**src/rtl/bus_seq.sv**
```systemverilog
module bus_seq (
  input  logic       clk,
  input  logic       rst,
  input  logic       req_valid,
  input  logic [2:0] req_kind,
  input  logic       ready,
  input  logic       hold_req,
  output logic [2:0] stat,
  output logic       stat_oe,
  output logic       bus_oe,
  output logic       hold_ack,
  output logic       done,
  output logic [2:0] phase
);
  localparam logic [2:0] PH_TI = 3'd0, PH_T1 = 3'd1, PH_T2 = 3'd2,
                         PH_T3 = 3'd3, PH_TW = 3'd4, PH_T4 = 3'd5;
  localparam logic [2:0] PASSIVE = 3'b111;

  logic [2:0] st, st_nx, cur_k, pend_k;
  logic       pend_v, own, hold_q, ack_q, rst_seen, first;

  wire slot  = (st == PH_TI) || (st == PH_T4);
  wire start = slot && pend_v && !ack_q;

  always_comb begin
    case (st)
      PH_TI:        st_nx = start ? PH_T1 : PH_TI;
      PH_T1:        st_nx = PH_T2;
      PH_T2:        st_nx = PH_T3;
      PH_T3, PH_TW: st_nx = ready ? PH_T4 : PH_TW;
      PH_T4:        st_nx = start ? PH_T1 : PH_TI;
      default:      st_nx = PH_TI;
    endcase
  end

  always_ff @(posedge clk) begin
    rst_seen <= rst;
    first    <= rst && !rst_seen;
    if (rst) begin
      st     <= PH_TI;
      pend_v <= 1'b0;
      pend_k <= PASSIVE;
      cur_k  <= PASSIVE;
      own    <= 1'b0;
      hold_q <= 1'b0;
    end else begin
      st     <= st_nx;
      hold_q <= hold_req;
      if (start) begin
        pend_v <= 1'b0;
        cur_k  <= pend_k;
        own    <= 1'b1;
      end else begin
        if (req_valid && !pend_v && req_kind != PASSIVE) begin
          pend_v <= 1'b1;
          pend_k <= req_kind;
        end
        if (ack_q) own <= 1'b0;
      end
    end
  end

  always_ff @(negedge clk) begin
    if (rst)          ack_q <= 1'b0;
    else if (!hold_q) ack_q <= 1'b0;
    else if (slot)    ack_q <= 1'b1;
  end

  always_comb begin
    if (first) stat = PASSIVE;
    else case (st)
      PH_T1, PH_T2: stat = cur_k;
      PH_TI, PH_T4: stat = pend_v ? pend_k : PASSIVE;
      default:      stat = PASSIVE;
    endcase
  end

  assign stat_oe  = first || (!ack_q && (own || (slot && pend_v)));
  assign bus_oe   = own && !ack_q;
  assign hold_ack = ack_q;
  assign done     = (st == PH_T4);
  assign phase    = st;


  grant_slot_chk: assert property (@(posedge clk) disable iff (rst)
    $rose(ack_q) |-> slot);

  float_in_hold_chk: assert property (@(posedge clk) disable iff (rst)
    ack_q |-> (!bus_oe && !stat_oe));

  wait_insert_chk: assert property (@(posedge clk) disable iff (rst)
    ((st == PH_T3 || st == PH_TW) && !ready) |=> (st == PH_TW));

  passive_data_chk: assert property (@(posedge clk) disable iff (rst)
    (st == PH_T3 || st == PH_TW) |-> (stat == PASSIVE));

  no_midcycle_grant_chk: assert property (@(posedge clk) disable iff (rst)
    (st == PH_T1 || st == PH_T2 || st == PH_T3 || st == PH_TW) |-> !ack_q);

  no_redrive_chk: assert property (@(posedge clk) disable iff (rst)
    $fell(ack_q) |-> !bus_oe);

  t1_to_t2_chk: assert property (@(posedge clk) disable iff (rst)
    (st == PH_T1) |=> (st == PH_T2));
endmodule

```
**config.mk**
```make
export PLATFORM = sky130hd
export DESIGN_NAME = bus_seq
export DESIGN_NICKNAME = d
export VERILOG_FILES = /design/src/rtl/bus_seq.sv
export SDC_FILE = /design/constraint.sdc
export NUM_CORES = 1
export LEC_CHECK = 0
export BUFFER_PORTS_ARGS = -buffer_cell sky130_fd_sc_hd__clkbuf_2
export CAP_MARGIN = 15
export CORE_UTILIZATION = 40
export CTS_CLUSTER_DIAMETER = 100
export DETAILED_ROUTE_END_ITERATION = 6
export PLACE_DENSITY = 0.63
export SYNTH_ARGS = -nofsm -noshare
export SYNTH_HDL_FRONTEND = slang
export SYNTH_SLANG_ARGS = --single-unit
```
**constraint.sdc**
```tcl
create_clock -name clk -period 2.9 [get_ports clk]
set_input_delay 0.58 -clock clk [delete_from_list [all_inputs] [get_ports clk]]
set_output_delay 0.58 -clock clk [all_outputs]
set_load 0.02 [all_outputs]
```
==> out/results.ini, run 1 <==
[placed_design]
gp_congestion=0.696
placedCellCount=122
numPortBuffers=17
hpwlAfterDp_um=1090

[sta]
slew_headroom_pct=83.0
final_hold_viol_count=0
fin_ws_ns=-0.322
skew_ns=0.0550
slew_viol_final=0
worst_slew_pin_slew_ns=0.255
finalSetupTns_ns=-0.623
setup_viol=3
rsz0062_at_grt=yes

[hold_path]
min_from=rst_seen$_DFF_P_
hold_path.class=reg2reg
hold_path_depth=1
min_to=first$_DFF_P_

[global_routing]
grt_pass1_vias=544
grt.overflow.total=0
grt_use_total_pct=16.8
grt_max_degree=15
grt_pass1_wl_um=2420
grt_antenna_before_repair=0

[synth]
async_reset_ff_share_pct=0
synthTopCellsByArea=dfxtp_1 (41%), a21oi_1 (5.5%), nand2_1 (4.6%), buf_6 (4.6%), xor2_2 (4.4%)
synthTopCellsByCount=dfxtp_1 (15), nand2_1 (9), a21oi_1 (8)
synth_area_leader_cell=dfxtp_1
synth_compound_area_share_pct=19.4
synth_nets=85
yosysSeqAreaShare_pct=40.9
syn_inst=77
synthSimpleGateAreaFrac_pct=24.9
synthAdderAreaFrac_pct=0
synth_top_family_by_area=simple AND/OR/NAND/NOR gates
synth_edf_count=0
yosysTopAreaCellShare_pct=40.9
synth.area.mux_share_pct=0
synth.avg_cell_area_um2=9.54
yosysMostFrequentCell=dfxtp_1
syn_area_um2=734
synth_warnings=0
synth_seq_cells=15
ys.flop_type=dfxtp_1
synth_cell_types=24
synth_xor_area_share_pct=8.18

[die]
start_util_pct=42.5
dieWidth_um=44.9
num_io_pins=18
die_y_um=44.9
dieArea_um2=2010
fp-row-count=15
core_um2=1730

[worst_setup_path]
path_delay_family=flip-flops
r2r_cells=5
worstReg2RegStart=hold_ack$_SDFFE_NP0P_
r2r_end=cur_k[0]$_SDFFE_PP1N_
slowest_delay_ns=0.34
crit_path_cell_trace=buf_4 > nand2b_4 > nand3b_1 > clkbuf_8
crit_buf_inv=2
end_kind=primary output
cp.arrival_ns=2.64
rrSetupSlack_ns=0.06
worstSetupStartpointType=flip-flop
worst-path-max-fanout=3
worst-setup-path-type=reg2out
cpMaxStageDelayCell=dfxtp_4
worst-endpoint-required_ns=2.32

[clocking]
cts_tree=done
cts-root-buf=clkbuf_4
htreeDepth=1
cts_hold_buffers=0
clk_latency_ns=0.33
numCtsBuffers=3
clkTransAtPathRegs_ns=0.08
cts_sinks=15
clockBufferDepth=2

[layout]
final_nets=111
finish.utilization_pct=54.4
num_antenna_cells=0
syn_to_final_growth_pct=27.9
final_cells=127
nFillCells=169
drive_gt1_share_pct=39.2

[route]
wl_met3_um=61
dr.pass1.iters=4
first_iter_violations=18
wl_met2_um=685
wl_per_cell_um=11.2
drtAntennaViolNets=0
drcViolationCount=0
vias=617
postRouteWirelength_um=1430
vias_per_cell=4.86
met1_length_um=679
routed.top_layer=met3

[power]
swShare_pct=31.5
pwr-share-clk_pct=23.7
power_switching_w=0.000158
power_frac_seq_pct=47.3
cellPowerDensity_nw_per_um2=534
p_leak_nw=0.412
power.internal_w=0.000344
vdd_ir_drop_max_v=0.000336
combinationalPowerShare_pct=29.0

[flow_run]
maxCapViolCount=0

[outcome]
failed_checks=setup timing
status=complete, but fails checks

-- power groups by stage --
| stage | combinational, W | clock [W] | sequential, W |
|---|---|---|---|
| after floorplan | 0.0000950 | 0.00000428 | 0.000244 |
| after global placement | 0.000133 | 0.00000428 | 0.000241 |
| after detailed placement | 0.000135 | 0.00000428 | 0.000242 |
| after CTS | 0.000140 | 0.000125 | 0.000237 |
| after global routing | 0.000160 | 0.000141 | 0.000240 |
| final | 0.000145 | 0.000119 | 0.000238 |
-- sequential cells by signal, indices dropped and copies added, names as in the netlist --
| register | cells |
|---|---|
| pend_v | 1 |
| own | 1 |
| rst_seen | 1 |
| hold_q | 1 |
| cur_k | 3 |
| pend_k | 3 |
| first | 1 |
| hold_ack | 1 |
| phase | 3 |
-- kinds of logic (layout without fill, tap and decap cells) --
group / Yosys count / in the layout
AND/OR/NAND/NOR: 30 / 30
buffers and inverters: 7 / 32
flip-flops: 15 / 15
XOR/XNOR: 3 / 3
AO/OA/AOI/OAI: 22 / 22
-- per-layer routing --
metal / vias up / GRT usage, %
met3: 0 / 6.00
met4: 0 / 3.64
met2: 13 / 26.2
li1: 317 / -
met1: 287 / 22.4
met5: - / 0
-- worst max-delay path by stage --
stage	depth (start not counted)	slack (ns)	from	end
after global routing	4	-0.44	hold_ack$_SDFFE_NP0P_	stat_oe
after floorplan	3	-0.009	hold_ack$_SDFFE_NP0P_	stat_oe
after global placement	4	0.03	hold_ack$_SDFFE_NP0P_	stat_oe
after CTS	4	-0.33	hold_ack$_SDFFE_NP0P_	stat_oe
final	4	-0.32	hold_ack$_SDFFE_NP0P_	stat_oe
after detailed placement	4	0.01	hold_ack$_SDFFE_NP0P_	stat_oe
-- layout make-up --
cell class	instances	area [um^2]	area share (%)
multi-input cells	55	399	42.5
flip-flops and latches	15	304	32.4
repair buffers	25	166	17.7
well taps	25	31.3	3.33
clock buffers	3	22.5	2.40
clock inverters	2	8.76	0.932
inverters	2	7.51	0.799
-- through the flow --
step	setup slack (ns)	hold WS [ns]	total power [W]	cell area, um^2
6_report	-0.322	0.386	0.000502	940
5_1_grt	-0.442	0.408	0.000540	940
4_1_cts	-0.331	0.391	0.000503	917
3_5_place_dp	0.0141	0.377	0.000381	876
3_3_place_gp	0.0319	0.371	0.000379	876
2_1_floorplan	-0.00946	0.367	0.000343	744
-- what timing repair did --
item,CTS,global route
endpoints found under the setup margin,3,3
resized for setup,4,6
setup buffers,0,1
pin swaps,1,0
-- placed cells by master (no fill, tap or decap), drive strengths merged, types with 2 or more instances in the layout --
| master | n |
|---|---|
| inv | 3 |
| o21bai | 3 |
| a31oi | 3 |
| dfxtp | 15 |
| clkbuf | 18 |
| a21oi | 8 |
| nand2 | 9 |
| nor2b | 4 |
| o32a | 3 |
| o21ai | 3 |
| xor2 | 2 |
| nand3b | 2 |
| nor3b | 2 |
| nor2 | 5 |
| nand2b | 4 |
| buf | 10 |
(Power assumes the default switching activity.)
==> run 2, diff against run 1 <==
--- a/config.mk
+++ b/config.mk
@@ -10,7 +10,8 @@
 export CORE_UTILIZATION = 40
 export CTS_CLUSTER_DIAMETER = 100
 export DETAILED_ROUTE_END_ITERATION = 6
-export PLACE_DENSITY = 0.63
+export HOLD_SLACK_MARGIN = 0.06
+export PLACE_DENSITY = 0.7
 export SYNTH_ARGS = -nofsm -noshare
 export SYNTH_HDL_FRONTEND = slang
 export SYNTH_SLANG_ARGS = --single-unit
==> run 2 against run 1 <==
Effect of this change: the flow still finishes with violations (setup timing); die area stayed put; critical path depth is the same; total power is 4.8% higher; sequential power about the same; global-route usage increased by 0.68 points; critical endpoint unchanged; highest routed layer is now met4.
==> out/results.ini, run 2 (synthesized netlist as in run 1, its figures left out) <==
[worst_setup_path]
worstReg2RegStart=hold_ack$_SDFFE_NP0P_
worst-endpoint-required_ns=2.32
cp_num_cells=4
r2r_end=cur_k[1]$_SDFFE_PP1N_
cp-endpoint=stat_oe
worst-setup-path-type=reg2out
rrSetupSlack_ns=-0.15
cp.arrival_ns=2.70
startpoint=hold_ack$_SDFFE_NP0P_
worst-path-max-fanout=3
crit_path_cell_trace=nor3b_4 > nand2_1 > nand3b_1 > clkbuf_8
end_kind=primary output
slowest_delay_ns=0.35
cpMaxStageDelayCell=dfxtp_4
r2r_cells=7
crit_buf_inv=1
path_delay_family=simple AND/OR/NAND/NOR gates
worstSetupStartpointType=flip-flop

[clocking]
numCtsBuffers=3
cts-root-buf=clkbuf_4
clk_latency_ns=0.35
cts_sinks=15
htreeDepth=1
clockBufferDepth=2
cts_tree=done
clkTransAtPathRegs_ns=0.10

[placed_design]
hpwlAfterDp_um=1060
numPortBuffers=17
placedCellCount=122
gp_congestion=0.702

[power]
power_switching_w=0.000174
vdd_ir_drop_max_v=0.000354
p_leak_nw=0.436
swShare_pct=33.2
power_frac_seq_pct=45.4
combinationalPowerShare_pct=30.3
power.internal_w=0.000352
pwr-share-clk_pct=24.3
cellPowerDensity_nw_per_um2=532

[layout]
most-common-layout-cells=dfxtp_1 (14), clkbuf_2 (14), nand2_1 (9), buf_4 (9), a21oi_1 (8)
syn_to_final_growth_pct=34.6
regArea_um2=304
multi_input_area_um2=410
final_cells=130
finish.utilization_pct=57.2
drive_gt1_share_pct=43.8
num_antenna_cells=0
final_nets=114
nFillCells=169

[sta]
rsz0062_at_grt=yes
worst_slew_pin_slew_ns=0.308
final_hold_viol_count=0
whs_ns=0.385
fin_ws_ns=-0.379
skew_ns=0.0686
setup_viol=6
slew_viol_final=0
slew_headroom_pct=79.4

[route]
drtAntennaViolNets=0
dr.pass1.iters=4
postRouteWirelength_um=1630
wl_per_cell_um=12.5
first_iter_violations=9
vias=651
drcViolationCount=0
vias_per_cell=5.01

[global_routing]
grt_max_degree=15
grt_antenna_before_repair=0
grt_pass1_wl_um=2460
grt.overflow.total=0
grt_pass1_vias=583
grt_use_total_pct=17.5

[hold_path]
hold_path.class=reg2reg

[die]
dieWidth_um=44.9
fp-row-count=15
core_um2=1730
start_util_pct=42.5
dieArea_um2=2010
num_io_pins=18
die_y_um=44.9

[outcome]
status=complete, but fails checks
failed_checks=setup timing

[flow_run]
maxCapViolCount=0

## run 2: cell types whose count changed in the layout (fill, tap and decap cells not counted)
cell / previous run / this run
o21ai_1: 3 / 0
buf_4: 8 / 9
buf_8: 0 / 2
o21ai_2: 0 / 3
## run 2: metrics by stage
stage / setup TNS (ns) / instance area (um^2) / worst slack (ns) / power (W)
after floorplan: -0.00946 / 744 / -0.00946 / 0.000343
after global placement: 0 / 876 / 0.0335 / 0.000378
after detailed placement: 0 / 876 / 0.0232 / 0.000381
after CTS: -0.688 / 960 / -0.332 / 0.000518
after global routing: -1.57 / 988 / -0.421 / 0.000552
final: -1.34 / 988 / -0.379 / 0.000526
## run 2: timing repair
action / in CTS / in global routing
hold endpoints to repair: 0 / 0
hold buffers: 0 / 0
resized for setup: 9 / 5
pin swaps: 1 / 1
setup endpoints to repair: 3 / 6
setup buffers: 2 / 2
## run 2: worst register-to-register path, cell delays in order, from the launching register on
cell,delay (ns)
dfxtp_4,0.35
buf_4,0.13
buf_6,0.11
buf_6,0.11
buf_4,0.13
or3b_4,0.42
o21ai_2,0.13
nand2_1,0.06
## run 2: how the worst min path moves through the flow
stage	depth (start not counted)	startpoint	endpoint	slack [ns]
floorplan	1	rst_seen$_DFF_P_	first$_DFF_P_	0.37
detailed placement	1	rst_seen$_DFF_P_	first$_DFF_P_	0.37
global placement	1	rst_seen$_DFF_P_	first$_DFF_P_	0.37
finish	1	rst_seen$_DFF_P_	first$_DFF_P_	0.39
global route	1	rst_seen$_DFF_P_	first$_DFF_P_	0.40
CTS	1	rst_seen$_DFF_P_	first$_DFF_P_	0.39
## run 2: final cells by class
class	instances	area share (%)
well taps	25	3.16
repair buffers	28	20.6
clock inverters	2	0.886
flip-flops and latches	15	30.8
clock buffers	3	2.28
inverters	2	0.759
multi-input cells	55	41.5
## run 2: power by group through the flow
stage | Combinational [W] | Clock (W) | Sequential (W)
global route | 0.000171 | 0.000140 | 0.000241
global placement | 0.000133 | 0.00000428 | 0.000241
CTS | 0.000150 | 0.000129 | 0.000238
detailed placement | 0.000135 | 0.00000428 | 0.000242
finish | 0.000160 | 0.000128 | 0.000239
floorplan | 0.0000950 | 0.00000428 | 0.000244
## run 2: per-layer routing
layer  global-route usage, %  wire (um)
met1                    20.0        719
met2                    29.7        828
met3                    3.60         64
met4                    10.9         12
met5                       0          0
